--- config.mk ---
export PLATFORM = sky130hd
export DESIGN_NAME = rx_frame_buffer
export DESIGN_NICKNAME = d
export VERILOG_FILES = /design/src/rtl/rx_frame_buffer_pkg.sv /design/src/rtl/rx_frame_buffer_ctrl.sv /design/src/rtl/rx_frame_buffer_dp.sv /design/src/rtl/rx_frame_buffer.sv
export SDC_FILE = /design/constraint.sdc
export NUM_CORES = 1
export LEC_CHECK = 0
export BUFFER_PORTS_ARGS = -buffer_cell sky130_fd_sc_hd__buf_2
export CORE_MARGIN = 5
export CORE_UTILIZATION = 35
export CTS_BUF_LIST = sky130_fd_sc_hd__clkbuf_2 sky130_fd_sc_hd__clkbuf_4 sky130_fd_sc_hd__clkbuf_8
export CTS_CLUSTER_DIAMETER = 40
export CTS_CLUSTER_SIZE = 28
export DETAILED_ROUTE_END_ITERATION = 6
export HOLD_SLACK_MARGIN = 0.15
export PLACE_DENSITY = 0.61
export RECOVER_POWER = 25
export SETUP_SLACK_MARGIN = 0.02
export SLEW_MARGIN = 20
export SYNTH_ARGS = -nofsm -noshare
export SYNTH_HDL_FRONTEND = slang
export SYNTH_HIERARCHICAL = 1
export SYNTH_SLANG_ARGS = --single-unit
--- constraint.sdc ---
create_clock -name clk -period 2.9 [get_ports clk]
set_input_delay 0.58 -clock clk [delete_from_list [all_inputs] [get_ports clk]]
set_output_delay 0.58 -clock clk [all_outputs]
set_load 0.01 [all_outputs]
--- src/rtl/rx_frame_buffer_pkg.sv ---
package rx_frame_buffer_pkg;

  // Strobes from the control unit to the datapath for one cycle.
  typedef struct packed {
    logic wrEn;       // write one entry into the FIFO
    logic wrFromPark; // write source: 1 = parked frame, 0 = incoming frame
    logic wrOvr;      // overrun flag stored with the written entry
    logic parkLoad;   // capture the incoming frame into the parked register
    logic outEn;      // head entry is valid and may be shown at the ports
  } rxStrobe_t;

  // Flags kept per stored frame.
  typedef struct packed {
    logic ferr;
    logic ovr;
  } rxFlags_t;

endpackage

--- src/rtl/rx_frame_buffer_ctrl.sv ---
module rx_frame_buffer_ctrl
  import rx_frame_buffer_pkg::*;
#(
  parameter int DEPTH = 2,
  localparam int PTR_W = (DEPTH > 1) ? $clog2(DEPTH) : 1,
  localparam int CNT_W = $clog2(DEPTH + 1)
) (
  input  logic             clk,
  input  logic             rstN,
  input  logic             frameDone,
  input  logic             startSeen,
  input  logic             dataRd,
  output rxStrobe_t        strobe,
  output logic [PTR_W-1:0] wrIdx,
  output logic [PTR_W-1:0] rdIdx,
  output logic [CNT_W-1:0] fillLevel,
  output logic             parkValid
);

  localparam logic [CNT_W-1:0] FULL_LVL = CNT_W'(DEPTH);
  localparam logic [PTR_W-1:0] LAST_IDX = PTR_W'(DEPTH - 1);

  logic [CNT_W-1:0] count;
  logic [PTR_W-1:0] wrPtr, rdPtr;
  logic             parked, ovrPend;

  logic isFull, isEmpty;
  logic moveNow, directWr, parkNow, popNow, dropNow, anyWr;

  always_comb begin
    isFull   = (count == FULL_LVL);
    isEmpty  = (count == '0);
    moveNow  = parked && !isFull;
    directWr = frameDone && !parked && !isFull;
    parkNow  = frameDone && isFull;
    popNow   = dataRd && !isEmpty;
    dropNow  = startSeen && parked && isFull;
    anyWr    = moveNow || directWr;
  end

  always_comb begin
    strobe.wrEn       = anyWr;
    strobe.wrFromPark = moveNow;
    strobe.wrOvr      = ovrPend;
    strobe.parkLoad   = parkNow;
    strobe.outEn      = !isEmpty;
  end

  function automatic logic [PTR_W-1:0] nextIdx(input logic [PTR_W-1:0] p);
    return (p == LAST_IDX) ? '0 : p + 1'b1;
  endfunction

  always_ff @(posedge clk) begin
    if (!rstN) begin
      count   <= '0;
      wrPtr   <= '0;
      rdPtr   <= '0;
      parked  <= 1'b0;
      ovrPend <= 1'b0;
    end else begin
      count <= count + CNT_W'(anyWr) - CNT_W'(popNow);
      if (anyWr)  wrPtr <= nextIdx(wrPtr);
      if (popNow) rdPtr <= nextIdx(rdPtr);
      if (parkNow)                 parked <= 1'b1;
      else if (moveNow || dropNow) parked <= 1'b0;
      if (dropNow)    ovrPend <= 1'b1;
      else if (anyWr) ovrPend <= 1'b0;
    end
  end

  assign wrIdx     = wrPtr;
  assign rdIdx     = rdPtr;
  assign fillLevel = count;
  assign parkValid = parked;

endmodule

--- src/rtl/rx_frame_buffer_dp.sv ---
module rx_frame_buffer_dp
  import rx_frame_buffer_pkg::*;
#(
  parameter int DATA_W = 9,
  parameter int DEPTH  = 2,
  localparam int PTR_W = (DEPTH > 1) ? $clog2(DEPTH) : 1,
  localparam int LOW_W = DATA_W - 1
) (
  input  logic              clk,
  input  rxStrobe_t         strobe,
  input  logic [PTR_W-1:0]  wrIdx,
  input  logic [PTR_W-1:0]  rdIdx,
  input  logic [DATA_W-1:0] frameData,
  input  logic              frameFerr,
  output logic              statNinth,
  output logic              statFerr,
  output logic              statOvr,
  output logic [LOW_W-1:0]  rdData
);

  logic [DATA_W-1:0] parkData;
  logic              parkFerr;
  logic [DATA_W-1:0] memData  [DEPTH];
  rxFlags_t          memFlags [DEPTH];

  logic [DATA_W-1:0] wrData;
  rxFlags_t          wrFlags;

  // Parked frame register (the third buffer level).
  always_ff @(posedge clk) begin
    if (strobe.parkLoad) begin
      parkData <= frameData;
      parkFerr <= frameFerr;
    end
  end

  always_comb begin
    wrData       = strobe.wrFromPark ? parkData : frameData;
    wrFlags.ferr = strobe.wrFromPark ? parkFerr : frameFerr;
    wrFlags.ovr  = strobe.wrOvr;
  end

  for (genvar i = 0; i < DEPTH; i++) begin : g_entry
    always_ff @(posedge clk) begin
      if (strobe.wrEn && (wrIdx == PTR_W'(i))) begin
        memData[i]  <= wrData;
        memFlags[i] <= wrFlags;
      end
    end
  end

  always_comb begin
    if (strobe.outEn) begin
      rdData    = memData[rdIdx][LOW_W-1:0];
      statNinth = memData[rdIdx][DATA_W-1];
      statFerr  = memFlags[rdIdx].ferr;
      statOvr   = memFlags[rdIdx].ovr;
    end else begin
      rdData    = '0;
      statNinth = 1'b0;
      statFerr  = 1'b0;
      statOvr   = 1'b0;
    end
  end

endmodule

--- src/rtl/rx_frame_buffer.sv ---
module rx_frame_buffer
  import rx_frame_buffer_pkg::*;
#(
  parameter int DATA_W = 9,
  parameter int DEPTH  = 2
) (
  input  logic              clk,
  input  logic              rstN,
  input  logic              frameDone,
  input  logic [DATA_W-1:0] frameData,
  input  logic              frameFerr,
  input  logic              startSeen,
  input  logic              dataRd,
  output logic              rxComplete,
  output logic              statNinth,
  output logic              statFerr,
  output logic              statOvr,
  output logic [DATA_W-2:0] rdData,
  output logic              parkBusy
);

  localparam int PTR_W = (DEPTH > 1) ? $clog2(DEPTH) : 1;
  localparam int CNT_W = $clog2(DEPTH + 1);

  rxStrobe_t        strobe;
  logic [PTR_W-1:0] wrIdx, rdIdx;
  logic [CNT_W-1:0] fillLevel;
  logic             parkValid;

  rx_frame_buffer_ctrl #(.DEPTH(DEPTH)) u_ctrl (
    .clk       (clk),
    .rstN      (rstN),
    .frameDone (frameDone),
    .startSeen (startSeen),
    .dataRd    (dataRd),
    .strobe    (strobe),
    .wrIdx     (wrIdx),
    .rdIdx     (rdIdx),
    .fillLevel (fillLevel),
    .parkValid (parkValid)
  );

  rx_frame_buffer_dp #(.DATA_W(DATA_W), .DEPTH(DEPTH)) u_dp (
    .clk       (clk),
    .strobe    (strobe),
    .wrIdx     (wrIdx),
    .rdIdx     (rdIdx),
    .frameData (frameData),
    .frameFerr (frameFerr),
    .statNinth (statNinth),
    .statFerr  (statFerr),
    .statOvr   (statOvr),
    .rdData    (rdData)
  );

  assign rxComplete = (fillLevel != '0);
  assign parkBusy   = parkValid;

endmodule

* Word-level counts from Yosys, hierarchy flattened
Memories as Yosys holds them, arrays and structs flattened. A register that Yosys moved wholly into a read port is not among the register bits. Cells that the tools add are included.
Word-level totals: register bits 16, logic and storage cells 61, RAM bits 22, output and inout port bits 13, memories 2, input bits 15
Memories:
- u_dp.memData | depth 2, bits a word 9, rd ports 1, clocked after memory_dff 1, wr ports 1, line rx_frame_buffer_dp.sv:23 | logic [DATA_W-1:0] memData [DEPTH];
- u_dp.memFlags | depth 2, bits a word 2, rd ports 1, clocked after memory_dff 1, wr ports 1, line rx_frame_buffer_dp.sv:24 | rxFlags_t memFlags [DEPTH];
Operators by class: reduce and logical (&&, ||, !) cells 20, eq/ne operators 1, add/subtract/negate cells 4, bitwise operators 1, mux-type cells 26
Operator list (count):
- 1-bit 2-to-1 mux | 22
- 9-bit 2-to-1 mux | 2
- 1-bit logical AND | 9
- 9-bit OR reduction | 1
- 8-bit 2-to-1 mux | 1
- 2-bit nonzero test | 3
- 1-bit logical NOT | 3
- 1-bit adder, second input constant | 2
- 2-bit by 1-bit adder with 2-bit output | 1
- 2-bit == test, second input constant | 1
- 2-bit logical NOT | 1
- 1-bit logical OR | 2
- 2-bit 2-to-1 mux | 1
- 2-bit OR reduction | 1
- 2-bit by 1-bit subtractor with 2-bit output | 1
- 1-bit NOT | 1

* Depth between registers and ports, before layout
Gate-level depths: netlist of run 1.
word-level depth 9, mapped depth 9, mapped depth without buffers 9

* Modules after synthesis
The synthesis of run 1 kept the hierarchy.
Modules (own cells, without submodules):
- rx_frame_buffer_dp | area each 1287.5 sq um, times used 1, cells an instance 69, sequential area each 960.9 sq um
- rx_frame_buffer_ctrl | area each 329.1 sq um, times used 1, cells an instance 37, sequential area each 120.1 sq um
- rx_frame_buffer | area each 6.3 sq um, times used 1, cells an instance 1, sequential area each 0.0 sq um

* Worst setup path before layout of run 1
No wires, ideal clock.
path kind input port to flip-flop, from input port frameDone, to memory u_dp.memData[0][0] (enable), path slack 1.094 ns, setup time 0.380 ns, stages 4, buffers on the path 1, arrival 1.427 ns, data required time 2.520 ns, cell sequence nor2_1 -> nor2_1 -> buf_4 -> nor2b_1
Between the ends: longest elaborated chain between the ends 8, elaborated cells on any way between the ends 12, classes of those cells 6 x mux; 6 x reduce/logical
Ends and longest elaborated chain:
- from (decl) | line rx_frame_buffer.sv:9 | input logic frameDone,
- 1-bit logical AND * (2 in series) | line rx_frame_buffer_ctrl.sv:34 | directWr = frameDone && !parked && !isFull;
- 1-bit logical OR * | line rx_frame_buffer_ctrl.sv:38 | anyWr = moveNow || directWr;
- net u_ctrl.anyWr | line rx_frame_buffer_ctrl.sv:28 | logic moveNow, directWr, parkNow, popNow, dropNow, anyWr;
- 1-bit logical AND | line rx_frame_buffer_dp.sv:45 | if (strobe.wrEn && (wrIdx == PTR_W'(i))) begin
- 1-bit 2-to-1 mux | line rx_frame_buffer_dp.sv:45
- 1-bit 2-to-1 mux (implied by the code) | line rx_frame_buffer_dp.sv:46 | memData[i] <= wrData;
- 9-bit OR reduction (no source line)
- 1-bit 2-to-1 mux (no source line)
- to (decl) | line rx_frame_buffer_dp.sv:23
The timed path passes the listed nets; every way through them passes the cells marked *.

==> results of run 1 <==
[final cells by class]
type,count,area (um2),share of cell area (%)
clock inverters,3,11.3,0.611
flip-flops and latches,38,1080,58.7
clock buffers,5,68.8,3.73
repair buffers,28,136,7.40
inverters,3,11.3,0.611
well taps,52,65.1,3.53
multi-input cells,59,469,25.5
[through the flow]
stage	std cells	total power [W]
3_3_place_gp	180	0.00117
4_1_cts	188	0.00151
3_5_place_dp	180	0.00118
5_1_grt	188	0.00157
2_1_floorplan	107	0.00106
6_report	188	0.00148
[state kept, by name, summed over array words and instances (netlist names)]
signal,count
u_ctrl/fillLevel,2
u_dp/memData,18
u_ctrl/parkValid,1
u_ctrl/wrIdx,1
u_ctrl/rdIdx,1
u_ctrl/ovrPend,1
u_dp/parkFerr,1
u_dp/memFlags,4
u_dp/parkData,9
[per-layer routing]
metal,vias to the layer above,GRT usage (%),wire (um)
li1,433,-,-
met1,415,10.8,1100
met2,21,14.2,1270
met3,6,2.40,138
met4,0,6.59,64
met5,-,0,0
[final timing paths]
check | start | end | slack (ps) | cells past startpoint
hold reg to reg | u_ctrl/ovrPend | u_dp/memFlags[0][0] | 480 | 0
hold / removal | u_ctrl/ovrPend | u_dp/memFlags[0][0] | 480 | 0
setup / recovery | u_ctrl/rdIdx | statFerr | 740 | 3
setup reg to reg | u_ctrl/fillLevel[1] | u_dp/parkData[7] | 1020 | 2
[Yosys cell counts (all sizes together)]
master / number
a21boi: 1
a21oi: 1
and2: 4
and2b: 1
buf: 6
clkbuf: 1
dfxtp: 6
edfxtp: 32
ha: 2
inv: 3
mux2: 10
mux2i: 11
nand2: 2
nand4: 1
nor2: 3
nor2b: 14
o21a: 1
o21ai: 2
or2: 2
or3: 1
xnor2: 3
[cell families (layout without fill, tap and decap cells)]
logic type / Yosys count / count (layout) / share of synthesized area [%]
adders and majority gates: 2 / 2 / 1.54
xor gates and xnor gates: 3 / 3 / 1.62
buffers and inverters: 10 / 39 / 3.93
and+or+nand+nor: 28 / 28 / 10.7
DFF: 38 / 38 / 66.6
muxes: 21 / 21 / 13.7
AOI/OAI and AO/OA: 5 / 5 / 1.85
[power by group through the flow]
stage	Clock (W)	Combinational (W)	Sequential, W
4_1_cts	0.000335	0.000409	0.000764
3_3_place_gp	0	0.000397	0.000770
6_report	0.000326	0.000391	0.000761
2_1_floorplan	0	0.000316	0.000742
5_1_grt	0.000365	0.000437	0.000769
3_5_place_dp	0	0.000408	0.000775
[critical path, delay by kind of cell, from the launching register on]
kind / cells / cell delay [ps]
flops: 1 / 780
simple gates: 1 / 70
buf+inv: 1 / 140
mux: 1 / 300
==> key figures, run 1 <==
Status
  – Outcome: finished clean

Drt
  – 1st-iter DRT viols: 46
  – Antenna viol nets, final: 0
  – TritonRoute pass-1 iters: 4
  – Final wirelength: 2.57 mm
  – DR vias/cell: 4.65
  – Via Count: 875
  – Per-cell routed wire length: 13.7 um
  – Residual DRC: 0

Logic synthesis
  – Syn Area/Cell: 15.2 um2
  – Post-synthesis sequential area ratio: 66.6%
  – Synth cell types: 25
  – Synthesized Nets: 124
  – Mapped Area: 1620 um2
  – Post-Synthesis Cells: 107
  – Top-area cell type share of the netlist area: 59.2%
  – Synth Register Bits: 38
  – Warnings from Yosys: 6
  – Synth area leader: edfxtp_1
  – Area contributors post-synth: edfxtp_1, dfxtp_1, mux2_2

Clocking
  – Clock sink count: 38
  – CTS tree: built
  – Inserted Clock Buffers: 5
  – Clock buffer depth: 2
  – Hold_buf cts: 0
  – H-tree depth: 2
  – Root Buffer: clkbuf_8
  – CTS resizes: 0
  – Clock Latency Late Sink: 280 ps
  – Worst-path clk slew: 70 ps
  – Postcts setup bufs: 0

Pwr
  – Cell-internal power: 0.00106 W
  – Clk network pwr share: 22.1%
  – Reg power frac: 51.5%
  – Sw Ratio: 28.5%
  – Peak VDD IR: 0.386 mV
  – Power per Cell Area: 802 nW/um2
  – Static leakage: 0.676 nW
  – Switch Pwr: 0.000421 W
  – Comb pwr share: 26.4%

Layout
  – Most frequent cells in the layout: edfxtp_1, buf_2, nor2b_1, mux2i_1, mux2_2
  – Design Area, Final: 1840 um2
  – P&R area growth vs syn: 13.6%
  – Fin nets: 152
  – Share of layout cells above drive strength 1: 29.4%
  – Layout Utilization: 41.8%
  – Fillers: 406
  – Diode count: 0
  – Most common cell after layout, fill and taps aside: edfxtp_1

Floorplanning
  – Die width: 78.1 um
  – FP Rows: 24
  – I/O pin count: 28
  – Initial Util: 36.8%
  – CORE AREA: 4410 um2
  – Chip height: 78.1 um
  – Die area: 6100 um2

Worst setup path
  – Crit-path max FO: 12
  – CP max stage delay: 780 ps
  – Data arrival, critical path: 1580 ps
  – Startpoint Class: flip-flop
  – Critical-path top delay cell: dfxtp_1
  – Worst path cell trace: mux2i_1 > nor2b_1 > buf_2
  – Crit Path Category: flip-flop to output port
  – Crit end category: output port
  – Critical path required time: 2320 ps

STA
  – Setup WS post-layout: 742 ps
  – Fin. max-slew vios: 0
  – Crit path time final: 2160 ps
  – Worst slew pin tran: 823 ps
  – Total negative slack: 0 ps
  – Final Hold Slack: 476 ps
  – Maximum clock rate: 463 MHz
  – Final setup vio count: 0
  – Fin. Hold Viols: 0
  – Fin crit share: 74.4%
  – Slew HR: 45.1%
  – Clock Skews: 4.36 ps
  – Unrepaired setup endpoints after global routing: false

Global routing
  – Overflow after GRT: 0
  – Initial antenna violation count: 0
  – Vias in the first global route: 858
  – First-pass GRT wire length: 4.22 mm
  – Largest net degree at the start of global routing: 13
  – GRT Total Usage: 9.11%

Place
  – Gp weighted congestion: 0.735
  – Buffers on Ports: 27
  – Post-DP Area: 1780 um2
  – Detailed placement HPWL: 1.81 mm
  – Worst slack, placed: 933 ps

Hold path
  – Worst Hold Class: flip-flop to flip-flop

Job
  – Max-cap violations: 0
Note: power is estimated with default switching activity, not from simulation.
==> run 2: changes to the inputs <==
--- a/config.mk
+++ b/config.mk
@@ -5,6 +5,7 @@
 export SDC_FILE = /design/constraint.sdc
 export NUM_CORES = 1
 export LEC_CHECK = 0
+export ABC_AREA = 1
 export BUFFER_PORTS_ARGS = -buffer_cell sky130_fd_sc_hd__buf_2
 export CORE_MARGIN = 5
 export CORE_UTILIZATION = 35
@@ -13,7 +14,7 @@
 export CTS_CLUSTER_SIZE = 28
 export DETAILED_ROUTE_END_ITERATION = 6
 export HOLD_SLACK_MARGIN = 0.15
-export PLACE_DENSITY = 0.61
+export PLACE_DENSITY = 0.63
 export RECOVER_POWER = 25
 export SETUP_SLACK_MARGIN = 0.02
 export SLEW_MARGIN = 20
==> constraint.sdc (replaced) <==
create_clock -name clk -period 1.93 [get_ports clk]
set_input_delay 0.386 -clock clk [delete_from_list [all_inputs] [get_ports clk]]
set_output_delay 0.386 -clock clk [all_outputs]
set_load 0.01 [all_outputs]
==> run 2 against run 1 <==
  * Die area increased by 4.6%
  * First-iteration DRC count increased by 26%
  * Final area increased by 10%
  * Synthesized cell count increased by 68%
  * Largest power group unchanged
==> key figures, run 2 <==
Global routing
  – Initial antenna violation count: 0
  – First-pass GRT wire length: 4.58 mm
  – GRT Total Usage: 9.51%
  – Vias in the first global route: 1064
  – Overflow after GRT: 0
  – Largest net degree at the start of global routing: 21

Logic synthesis
  – Synth Register Bits: 38
  – Post-Synthesis Cells: 180
  – Synthesized Nets: 197
  – Post-synthesis sequential area ratio: 63.3%
  – Area contributors post-synth: edfxtp_1, nand2_1, inv_1
  – Synth cell types: 21
  – Synth area leader: edfxtp_1
  – Mapped Area: 1710 um2
  – Warnings from Yosys: 6
  – Top cells by count, synth: nand2_1, inv_1, edfxtp_1
  – Synth Flop Type: edfxtp_1
  – Syn Area/Cell: 9.49 um2
  – Post-synth ARST share: 0%
  – Most common cell in the netlist: nand2_1
  – EDFF count, synth: 32
  – Top-area cell type share of the netlist area: 56.3%

Worst setup path
  – Reg2Reg Setup Slack: 290 ps
  – Startpoint Class: flip-flop
  – Crit Path Category: flip-flop to output port
  – Reg2reg end: u_ctrl/fillLevel[1]
  – Critical path required time: 1540 ps
  – Data arrival, critical path: 1340 ps
  – Crit-path max FO: 7
  – Reg-to-Reg Start: u_ctrl/fillLevel[0]
  – Crit end category: output port
  – Worst R2R Path Depth: 12

STA
  – Fin crit share: 89.2%
  – Slew HR: 64.4%
  – Unrepaired setup endpoints after global routing: false
  – Worst slew pin tran: 534 ps
  – Clock Skews: 4.56 ps
  – Total negative slack: 0 ps
  – Crit path time final: 1720 ps
  – Final setup vio count: 0
  – Fin. max-slew vios: 0
  – Maximum clock rate: 581 MHz
  – Fin. Hold Viols: 0

Clocking
  – Clock Latency Late Sink: 280 ps
  – CTS resizes: 0
  – CTS tree: built
  – Worst-path clk slew: 70 ps
  – Clock buffer depth: 2
  – Clock sink count: 38
  – H-tree depth: 2
  – Postcts setup bufs: 0
  – Hold_buf cts: 0
  – Root Buffer: clkbuf_8
  – Inserted Clock Buffers: 5

Layout
  – Fin nets: 229
  – Fillers: 479
  – Layout Utilization: 42.9%
  – Area of the multi-input gates: 422 um2
  – Share of layout cells above drive strength 1: 17.8%
  – Top Registers: u_dp/memData (18), u_dp/parkData (9), u_dp/memFlags (4)
  – Diode count: 0
  – Cell Count, Final, Fillers Out: 280
  – Sequential cell area: 1080 um2
  – Design Area, Final: 2030 um2
  – Max reg flops: 18
  – Biggest register: u_dp/memData
  – Most common cell after layout, fill and taps aside: nand2_1
  – P&R area growth vs syn: 18.7%
  – Most frequent cells in the layout: nand2_1, inv_1, edfxtp_1, nor2_1, buf_2

Floorplanning
  – Die width: 79.9 um
  – Chip height: 79.9 um
  – CORE AREA: 4720 um2
  – Die area: 6380 um2
  – Initial Util: 36.2%
  – FP Rows: 25
  – I/O pin count: 28

Drt
  – Antenna viol nets, final: 0
  – Met1 Wirelength: 1.22 mm
  – Met3 routed WL: 130 um
  – Residual DRC: 0
  – Via Count: 1118
  – DR vias/cell: 3.99
  – Final wirelength: 2.71 mm
  – 1st-iter DRT viols: 58
  – TritonRoute pass-1 iters: 4
  – Met2 wire length: 1.29 mm
  – Per-cell routed wire length: 9.69 um
  – Max layer used: met4

Pwr
  – Cell-internal power: 0.00187 W
  – Static leakage: 0.905 nW
  – Reg power frac: 41.3%
  – Switch Pwr: 0.000802 W
  – Total Power: 0.00267 W
  – Clk network pwr share: 28.9%
  – Peak VDD IR: 0.409 mV
  – Sw Ratio: 30.0%
  – Power per Cell Area: 1320 nW/um2
  – Comb pwr share: 29.8%

Hold path
  – Worst Hold End: u_dp/parkData[8]
  – Hold_sp: frameData[8]
  – Hold depth: 1
  – Worst Hold Class: input pin to flip-flop

Place
  – Buffers on Ports: 27
  – Post-DP Area: 1910 um2
  – Cells after DPL: 272
  – Gp weighted congestion: 0.774
  – Detailed placement HPWL: 2.01 mm

Status
  – Outcome: finished clean

Job
  – Max-cap violations: 0
==> run 2: cell types whose count changed after synthesis, sizes merged, moves of 4 or more <==
cell,previous run,this run
mux2i,11,0
and2,4,0
nor2,3,32
nand2,2,47
mux2,10,0
nor2b,14,0
inv,3,35
o21ai,2,10
==> run 2: cell type report <==
| cell class | instances | area share [%] |
|---|---|---|
| Sequential cell | 38 | 53.3 |
| Multi-Input combinational cell | 98 | 20.8 |
| Timing Repair Buffer | 34 | 8.70 |
| Inverter | 35 | 6.48 |
| Tap cell | 67 | 4.14 |
| Clock buffer | 5 | 3.40 |
| Clock inverter | 3 | 3.15 |
==> run 2: how the worst max path moves through the flow <==
stage                                     end  slack (ps)           startpoint  depth (start not counted)
after CTS                           rdData[7]          70  u_ctrl/fillLevel[0]                          6
after floorplan            u_dp/memData[0][0]         260     u_ctrl/parkValid                          7
after detailed placement  u_ctrl/fillLevel[1]         330            frameDone                         13
final                               rdData[7]         210  u_ctrl/fillLevel[0]                          6
after global placement    u_ctrl/fillLevel[1]         350            frameDone                         13
after global routing                rdData[3]          70  u_ctrl/fillLevel[0]                          6
==> run 2: layer usage <==
layer | up-vias | global-route usage, %
met5 | - | 0
li1 | 614 | -
met1 | 478 | 11.1
met3 | 6 | 2.82
met2 | 20 | 15.4
met4 | 0 | 5.57
==> run 2: cell families (layout without fill, tap and decap cells) <==
family	Yosys count	after routing	share of synthesized area, %
fa+ha+maj	2	2	1.46
flops	38	38	63.3
compound gates	13	13	4.18
simple gates	83	83	19.5
buf+inv	44	77	11.6
==> run 2: power by group through the flow <==
stage / sequential (W) / combinational [W] / clock (W)
6_report: 0.00110 / 0.000797 / 0.000772
5_1_grt: 0.00112 / 0.000922 / 0.000845
4_1_cts: 0.00110 / 0.000832 / 0.000798
3_5_place_dp: 0.00112 / 0.000829 / 0
3_3_place_gp: 0.00112 / 0.000820 / 0
2_1_floorplan: 0.00113 / 0.000550 / 0
==> run 2: worst max-delay path: stages, from the launching register on <==
cell	delay, ps
dfxtp_1	370
inv_1	110
nand2_2	140
buf_4	160
nand2_1	60
nor2_1	80
buf_2	130
==> run 2: stage by stage <==
stage,setup slack [ps],hold slack (ps)
2_1_floorplan,259,444
3_3_place_gp,355,482
3_5_place_dp,332,480
4_1_cts,73.8,274
5_1_grt,67.1,271
6_report,208,288
